File: src/rtl/xlat_pkg.sv
package xlat_pkg;
  typedef enum logic [1:0] {
    ACC_READ  = 2'd0,
    ACC_WRITE = 2'd1,
    ACC_EXEC  = 2'd2,
    ACC_RSVD  = 2'd3
  } acc_e;

  localparam int PERM_R = 0;
  localparam int PERM_W = 1;
  localparam int PERM_X = 2;

  function automatic logic perm_ok(input logic [2:0] perm, input logic [1:0] acc);
    case (acc_e'(acc))
      ACC_READ:  return perm[PERM_R];
      ACC_WRITE: return perm[PERM_W];
      ACC_EXEC:  return perm[PERM_X];
      default:   return 1'b0;
    endcase
  endfunction
endpackage

File: src/rtl/xlat_match.sv
module xlat_match #(
  parameter int N_ENTRIES = 32,
  parameter int VPN_W     = 4,
  parameter int ASID_W    = 4,
  localparam int IDX_W    = $clog2(N_ENTRIES)
) (
  input  logic [N_ENTRIES-1:0]             vld_i,
  input  logic [N_ENTRIES-1:0][VPN_W-1:0]  vpn_i,
  input  logic [N_ENTRIES-1:0][ASID_W-1:0] asid_i,
  input  logic [VPN_W-1:0]                 key_vpn_i,
  input  logic [ASID_W-1:0]                key_asid_i,
  output logic [N_ENTRIES-1:0]             hit_vec_o,
  output logic                             any_o,
  output logic [IDX_W-1:0]                 idx_o
);
  for (genvar g = 0; g < N_ENTRIES; g++) begin : g_cmp
    assign hit_vec_o[g] = vld_i[g] && (vpn_i[g] == key_vpn_i) && (asid_i[g] == key_asid_i);
  end

  assign any_o = |hit_vec_o;

  always_comb begin
    idx_o = '0;
    for (int i = N_ENTRIES - 1; i >= 0; i--) begin
      if (hit_vec_o[i]) idx_o = IDX_W'(i);
    end
  end
endmodule

File: src/rtl/xlat_lru.sv
module xlat_lru #(
  parameter int N_ENTRIES = 32,
  parameter int N_PINNED  = 2,
  localparam int IDX_W    = $clog2(N_ENTRIES),
  localparam int N_UNP    = N_ENTRIES - N_PINNED,
  localparam int AGE_W    = (N_UNP > 1) ? $clog2(N_UNP) : 1
) (
  input  logic                 clk_i,
  input  logic                 rst_ni,
  input  logic                 touch_i,
  input  logic [IDX_W-1:0]     touch_idx_i,
  input  logic [N_ENTRIES-1:0] vld_i,
  output logic [IDX_W-1:0]     victim_o
);
  logic [AGE_W-1:0] age_q [N_UNP];
  logic             touch_unp;
  int               tu;
  logic [N_UNP-1:0] oldest_vec;

  assign touch_unp = touch_i && (touch_idx_i >= IDX_W'(N_PINNED));

  always_comb begin
    tu = 0;
    for (int u = 0; u < N_UNP; u++) begin
      if (touch_idx_i == IDX_W'(u + N_PINNED)) tu = u;
    end
  end

  // Ages stay a permutation of 0..N_UNP-1; the largest is the LRU slot.
  always_ff @(posedge clk_i or negedge rst_ni) begin
    if (!rst_ni) begin
      for (int u = 0; u < N_UNP; u++) age_q[u] <= AGE_W'(u);
    end else if (touch_unp) begin
      for (int u = 0; u < N_UNP; u++) begin
        if (u == tu)                 age_q[u] <= '0;
        else if (age_q[u] < age_q[tu]) age_q[u] <= age_q[u] + 1'b1;
      end
    end
  end

  for (genvar g = 0; g < N_UNP; g++) begin : g_old
    assign oldest_vec[g] = (age_q[g] == AGE_W'(N_UNP - 1));
  end

  always_comb begin
    logic found;
    found    = 1'b0;
    victim_o = IDX_W'(N_PINNED);
    for (int u = 0; u < N_UNP; u++) begin
      if (!found && !vld_i[u + N_PINNED]) begin
        victim_o = IDX_W'(u + N_PINNED);
        found    = 1'b1;
      end
    end
    if (!found) begin
      for (int u = 0; u < N_UNP; u++) begin
        if (oldest_vec[u]) victim_o = IDX_W'(u + N_PINNED);
      end
    end
  end

  assert_one_oldest_R8: assert property (@(posedge clk_i) disable iff (!rst_ni)
    $countones(oldest_vec) == 1);
endmodule

File: src/rtl/xlat_cache.sv
module xlat_cache #(
  parameter int N_ENTRIES = 32,
  parameter int N_PINNED  = 2,
  parameter int VA_W      = 8,
  parameter int OFF_W     = 4,
  parameter int PA_W      = 8,
  parameter int ASID_W    = 4,
  localparam int VPN_W    = VA_W - OFF_W,
  localparam int PFN_W    = PA_W - OFF_W,
  localparam int IDX_W    = $clog2(N_ENTRIES),
  localparam int PIN_W    = (N_PINNED > 1) ? $clog2(N_PINNED) : 1
) (
  input  logic              clk_i,
  input  logic              rst_ni,
  input  logic              req_i,
  input  logic [VA_W-1:0]   va_i,
  input  logic [ASID_W-1:0] asid_i,
  input  logic [1:0]        acc_i,
  input  logic              ins_i,
  input  logic [VPN_W-1:0]  ins_vpn_i,
  input  logic [ASID_W-1:0] ins_asid_i,
  input  logic [PFN_W-1:0]  ins_pfn_i,
  input  logic [2:0]        ins_perm_i,
  input  logic              ins_pin_i,
  input  logic [PIN_W-1:0]  ins_slot_i,
  input  logic              flush_i,
  output logic              done_o,
  output logic              hit_o,
  output logic              miss_o,
  output logic              fault_o,
  output logic [PA_W-1:0]   paddr_o
);
  import xlat_pkg::*;

  logic [N_ENTRIES-1:0]             vld_q;
  logic [N_ENTRIES-1:0][VPN_W-1:0]  vpn_q;
  logic [N_ENTRIES-1:0][ASID_W-1:0] asid_q;
  logic [N_ENTRIES-1:0][PFN_W-1:0]  pfn_q;
  logic [N_ENTRIES-1:0][2:0]        perm_q;

  logic [VPN_W-1:0] lk_vpn;
  logic [OFF_W-1:0] lk_off;
  assign lk_vpn = va_i[VA_W-1:OFF_W];
  assign lk_off = va_i[OFF_W-1:0];

  logic [N_ENTRIES-1:0] lk_vec, dup_vec;
  logic                 lk_any, dup_any;
  logic [IDX_W-1:0]     lk_idx, dup_idx, victim, tgt_idx;
  logic                 ins_eff, lk_ok;

  xlat_match #(.N_ENTRIES(N_ENTRIES), .VPN_W(VPN_W), .ASID_W(ASID_W)) lk_match_i (
    .vld_i(vld_q), .vpn_i(vpn_q), .asid_i(asid_q),
    .key_vpn_i(lk_vpn), .key_asid_i(asid_i),
    .hit_vec_o(lk_vec), .any_o(lk_any), .idx_o(lk_idx)
  );

  xlat_match #(.N_ENTRIES(N_ENTRIES), .VPN_W(VPN_W), .ASID_W(ASID_W)) ins_match_i (
    .vld_i(vld_q), .vpn_i(vpn_q), .asid_i(asid_q),
    .key_vpn_i(ins_vpn_i), .key_asid_i(ins_asid_i),
    .hit_vec_o(dup_vec), .any_o(dup_any), .idx_o(dup_idx)
  );

  assign ins_eff = ins_i && !flush_i;
  assign lk_ok   = perm_ok(perm_q[lk_idx], acc_i);

  always_comb begin
    if (ins_pin_i)    tgt_idx = IDX_W'(ins_slot_i);
    else if (dup_any) tgt_idx = dup_idx;
    else              tgt_idx = victim;
  end

  xlat_lru #(.N_ENTRIES(N_ENTRIES), .N_PINNED(N_PINNED)) lru_i (
    .clk_i(clk_i), .rst_ni(rst_ni),
    .touch_i(ins_eff || (req_i && lk_any)),
    .touch_idx_i(ins_eff ? tgt_idx : lk_idx),
    .vld_i(vld_q),
    .victim_o(victim)
  );

  // Slot array
  always_ff @(posedge clk_i or negedge rst_ni) begin
    if (!rst_ni) begin
      vld_q  <= '0;
      vpn_q  <= '0;
      asid_q <= '0;
      pfn_q  <= '0;
      perm_q <= '0;
    end else if (flush_i) begin
      for (int i = N_PINNED; i < N_ENTRIES; i++) vld_q[i] <= 1'b0;
    end else if (ins_i) begin
      if (ins_pin_i) begin
        for (int i = 0; i < N_ENTRIES; i++) begin
          if (dup_vec[i] && (IDX_W'(i) != tgt_idx)) vld_q[i] <= 1'b0;
        end
      end
      vld_q[tgt_idx]  <= 1'b1;
      vpn_q[tgt_idx]  <= ins_vpn_i;
      asid_q[tgt_idx] <= ins_asid_i;
      pfn_q[tgt_idx]  <= ins_pfn_i;
      perm_q[tgt_idx] <= ins_perm_i;
    end
  end

  // Registered lookup result
  always_ff @(posedge clk_i or negedge rst_ni) begin
    if (!rst_ni) begin
      done_o  <= 1'b0;
      hit_o   <= 1'b0;
      miss_o  <= 1'b0;
      fault_o <= 1'b0;
      paddr_o <= '0;
    end else begin
      done_o  <= req_i;
      hit_o   <= req_i && lk_any && lk_ok;
      fault_o <= req_i && lk_any && !lk_ok;
      miss_o  <= req_i && !lk_any;
      paddr_o <= (req_i && lk_any && lk_ok) ? {pfn_q[lk_idx], lk_off} : '0;
    end
  end

  assert_done_follows_req_R5: assert property (@(posedge clk_i) disable iff (!rst_ni)
    req_i |=> done_o);
  assert_one_outcome_R5: assert property (@(posedge clk_i) disable iff (!rst_ni)
    done_o |-> $onehot({hit_o, miss_o, fault_o}));
  assert_quiet_idle_R5: assert property (@(posedge clk_i) disable iff (!rst_ni)
    !done_o |-> !(hit_o || miss_o || fault_o));
  assert_fault_no_addr_R4: assert property (@(posedge clk_i) disable iff (!rst_ni)
    fault_o |-> (paddr_o == '0));
  assert_no_dup_slot_R7: assert property (@(posedge clk_i) disable iff (!rst_ni)
    $onehot0(lk_vec));
  assert_pinned_keep_R6: assert property (@(posedge clk_i) disable iff (!rst_ni)
    flush_i |=> (vld_q[N_PINNED-1:0] == $past(vld_q[N_PINNED-1:0])));
  assert_flush_clears_R6: assert property (@(posedge clk_i) disable iff (!rst_ni)
    flush_i |=> (vld_q[N_ENTRIES-1:N_PINNED] == '0));
endmodule

File: config.mk
export PLATFORM = sky130hd
export DESIGN_NAME = xlat_cache
export DESIGN_NICKNAME = d
export VERILOG_FILES = /design/src/rtl/xlat_pkg.sv /design/src/rtl/xlat_match.sv /design/src/rtl/xlat_lru.sv /design/src/rtl/xlat_cache.sv
export SDC_FILE = /design/constraint.sdc
export NUM_CORES = 2
export LEC_CHECK = 0
export ABC_AREA = 1
export ABC_CLOCK_PERIOD_IN_PS = 10900
export BUFFER_PORTS_ARGS = -buffer_cell sky130_fd_sc_hd__buf_2
export CORE_MARGIN = 2
export CORE_UTILIZATION = 50
export DETAILED_ROUTE_END_ITERATION = 16
export GPL_TIMING_DRIVEN = 1
export PLACE_DENSITY = 0.74
export SLEW_MARGIN = 30
export SYNTH_ARGS = -nofsm -noshare
export SYNTH_HDL_FRONTEND = slang
export SYNTH_SLANG_ARGS = --single-unit
File: constraint.sdc
create_clock -name clk_i -period 10.9 [get_ports clk_i]
set_clock_uncertainty 0.15 [all_clocks]
set_input_delay 0.545 -clock clk_i [delete_from_list [all_inputs] [get_ports clk_i]]
set_output_delay 0.545 -clock clk_i [all_outputs]
set_load 0.01 [all_outputs]
==> results.tsv <==
stage	metric	value	unit
yosys	yosys_warnings	0	
routing	routedWlPerCell	20.7	um
floorplanning	die_area	0.0889	mm2
sta	fin_setup_tns	0	ps
yosys	synth_edf_count	0	
power_and_ir_drop	peakVddDrop	154	uV
floorplanning	die_h	298	um
clock_network	h-tree-depth	3	
critical_path	worstPathArrival	10010	ps
clock_network	cts_inserted_buffers	74	
sta	rsz0062_at_grt	no	
floorplanning	std_cell_rows	107	
clock_network	clockBufferDepth	3	
sta	hold_viol_final	0	
sta	worst_slew_pin_slew	1070	ps
yosys	synth_fa_ha_area_share	5.21	%
clock_network	cts-root-buf	clkbuf_16	
yosys	yosys.area_share.simple	27.9	%
yosys	yosysTopAreaCell	dfrtp_1	
placed_design	portBuffers	47	
yosys	ys_top_cells_by_area	dfrtp_1 35%, nand2_1 13%, o21ai_0 6.8%	
yosys	synth_common_cells	1465 x nand2_1, 603 x dfrtp_1, 585 x o21ai_0	
clock_network	clk_latency	660	ps
yosys	muxShareOfSynthArea	0.347	%
yosys	synth_flop_cell	dfrtp_1	
yosys	async_flop_share	100	%
yosys	synth_most_common_cell	nand2_1	
yosys	synthesis.area	0.0433	mm2
critical_path	required	11320	ps
placed_design	detailed_place_hpwl	96200	um
routing	ant_nets	0	
critical_path	rr_worst_depth	48	
critical_path	reg2reg_to	lru_i.age_q[36]	
yosys	synthesis.nets	5980	
routing	wirelength	142000	um
critical_path	startpoint_type	flop	
power_and_ir_drop	p_leak	22.5	nW
floorplanning	io-pin-count	48	
cells_and_area	syn_to_final_growth	9.24	%
routing	dr.pass1.iters	7	
sta	setup_viol	0	
sta	final_max_slew_viol_count	0	
critical_path	reg2reg_slack	1310	ps
floorplanning	dieWidth	298	um
sta	period_needed	9590	ps
job	drv_cap	0	
clock_network	clkTransAtPathRegs	60	ps
yosys	ys_seq_area_share	39.2	%
critical_path	cp_max_fo	18	
routing	drtIter0Drc	5174	
global_route	grt.overflow.total	0	
clock_network	cts_tree	built	
sta	period_share	88.0	%
critical_path	worst_path_max_delay_cell	a2111oi_0	
global_route	grt_pass1_vias	38100	
worst_hold_path	min_from	ins_i	
power_and_ir_drop	power	0.00832	W
global_route	grt_max_degree	159	
cells_and_area	fillerInstances	7903	
worst_hold_path	whs_endpoint	vld_q[7]	
yosys	ys_seq_elements	674	
critical_path	cp-end-kind	flop	
yosys	synth_compound_area_share	14.4	%
sta	relSlewSlack	28.1	%
routing	vias_per_cell	5.99	
floorplanning	initial_core_util	50.6	%
cells_and_area	final_nets	5906	
yosys	synth_top_family_by_area	simple AND/OR/NAND/NOR gates	
global_route	antenna_found_initial	4	
status	outcome	finished, final reports clean	
yosys	synth_area_per_cell	7.51	um2
worst_hold_path	hold_path.class	in2reg	
critical_path	slowest_delay	800	ps
global_route	track_usage	31.5	%
power_and_ir_drop	p_per_area	176	mW/mm2
yosys	syn_inst	5764	
critical_path	crit_type	reg2reg	
clock_network	clock_sinks	674	
worst_hold_path	hold_depth	4	
yosys	synth_top_area_share	34.9	%
placed_design	finalWeightedCongestion	1.05	
critical_path	worstReg2RegStart	vld_q[5]	
routing	vias	41300	
floorplanning	core	0.0854	mm2
yosys	synth_xor_xnor_area_share	5.91	%
cells_and_area	layout-drive-gt1-share	9.33	%
yosys	ys_types	72	
sta	fmax	104	MHz
global_route	grt_first_pass_wirelength	222000	um
cells_and_area	antenna_cells	0	
routing	drc	0	
## sequential cells by signal, indices dropped and copies added, names as in the netlist, 8 cells and up
signal,count
vpn_q,128
paddr_o,8
pfn_q,128
asid_q,128
perm_q,96
vld_q,32
lru_i.age_q,150
## per-layer routing
metal,part of all wire (%),track usage [%]
met5,0.0098,0
met2,42,46.4
met4,3.9,12.1
met1,42,44.5
met3,12,7.81
## critical path: cells and delay by family, from the launching register on
family	cells	cell delay (ps)
flops	1	520
simple gates	29	4180
fa+ha+maj	1	310
compound gates	13	3310
buf+inv	5	1020
## worst max path at each step
| stage | slack, ps | from | end | cells past startpoint |
|---|---|---|---|---|
| after floorplan | 2510 | asid_i[2] | lru_i.age_q[79] | 34 |
| final | 1310 | vld_q[5] | lru_i.age_q[36] | 48 |
| after global routing | 560 | vld_q[2] | lru_i.age_q[36] | 71 |
| after detailed placement | 1140 | ins_vpn_i[3] | lru_i.age_q[79] | 47 |
| after global placement | 1370 | ins_vpn_i[3] | lru_i.age_q[114] | 47 |
| after CTS | 1530 | vld_q[2] | lru_i.age_q[79] | 71 |
## per-stage QoR
stage	util, %	cell area [um2]	hold WS (ps)	cells	setup slack [ps]
2_1_floorplan	-	43300	99.4	5764	2510
3_3_place_gp	52.2	44600	312	6750	1370
3_5_place_dp	52.3	44700	319	6752	1140
4_1_cts	55.3	47200	214	6890	1530
5_1_grt	55.3	47300	258	6890	559
6_report	55.3	47300	251	6890	1310
## power breakdown
| part | total [W] | internal, W | switching (W) | leakage (nW) |
|---|---|---|---|---|
| clock network | 0.00256 | 0.00145 | 0.00111 | 1.17 |
| registers | 0.00336 | 0.00287 | 0.000490 | 8.96 |
| logic | 0.00240 | 0.000897 | 0.00151 | 12.4 |
## placed cells by master, fill, tap and decap left out, types with 22 or more instances in the layout
cell       synthesis  final
nand2_1         1465   1452
dfrtp_1          603    603
o21ai_0          585    584
nor2_1           526    524
inv_1            450    441
nand3_1          361    357
xor2_1           215    215
ha_1             180    180
a21oi_1          116    115
o22ai_1          104    104
nand4_1           93     93
buf_4              2     92
nand2_2           78     90
nor3_1            87     87
xnor2_1           77     77
clkbuf_16          0     74
dfstp_2           71     71
nor4_1            59     57
buf_2             12     46
o221ai_1          29     29
a2111oi_0         32     28
or2_2             26     26
o21ai_1           23     23
clkbuf_1         247     23
o211ai_1          22     22
## cells by family (layout without fill, tap and decap cells)
group                    after synthesis  in the layout
AND/OR/NAND/NOR                     2767           2767
adder cells (fa/ha/maj)              180            180
AO/OA/AOI/OAI                       1062           1062
buffers and inverters                774            756
multiplexers                          15             15
flip-flops                           674            674
XOR/XNOR                             292            292
## cell type report
cell class / instances / area, um2 / share of cell area (%)
Clock buffer: 108 / 2090 / 4.42
Clock inverter: 24 / 373 / 0.789
Inverter: 469 / 1800 / 3.80
Multi-Input combinational cell: 4316 / 23400 / 49.6
Sequential cell: 674 / 17000 / 35.9
Tap cell: 1144 / 1430 / 3.03
Timing Repair Buffer: 155 / 1190 / 2.51
## what timing repair did
item | 4_1_cts | 5_1_grt
resized for setup | 0 | 0
buffers inserted | 0 | 0
hold buffers | 6 | 0
endpoints found under the hold margin | 97 | 0
No activity file was read; power rests on OpenSTA's default activity.
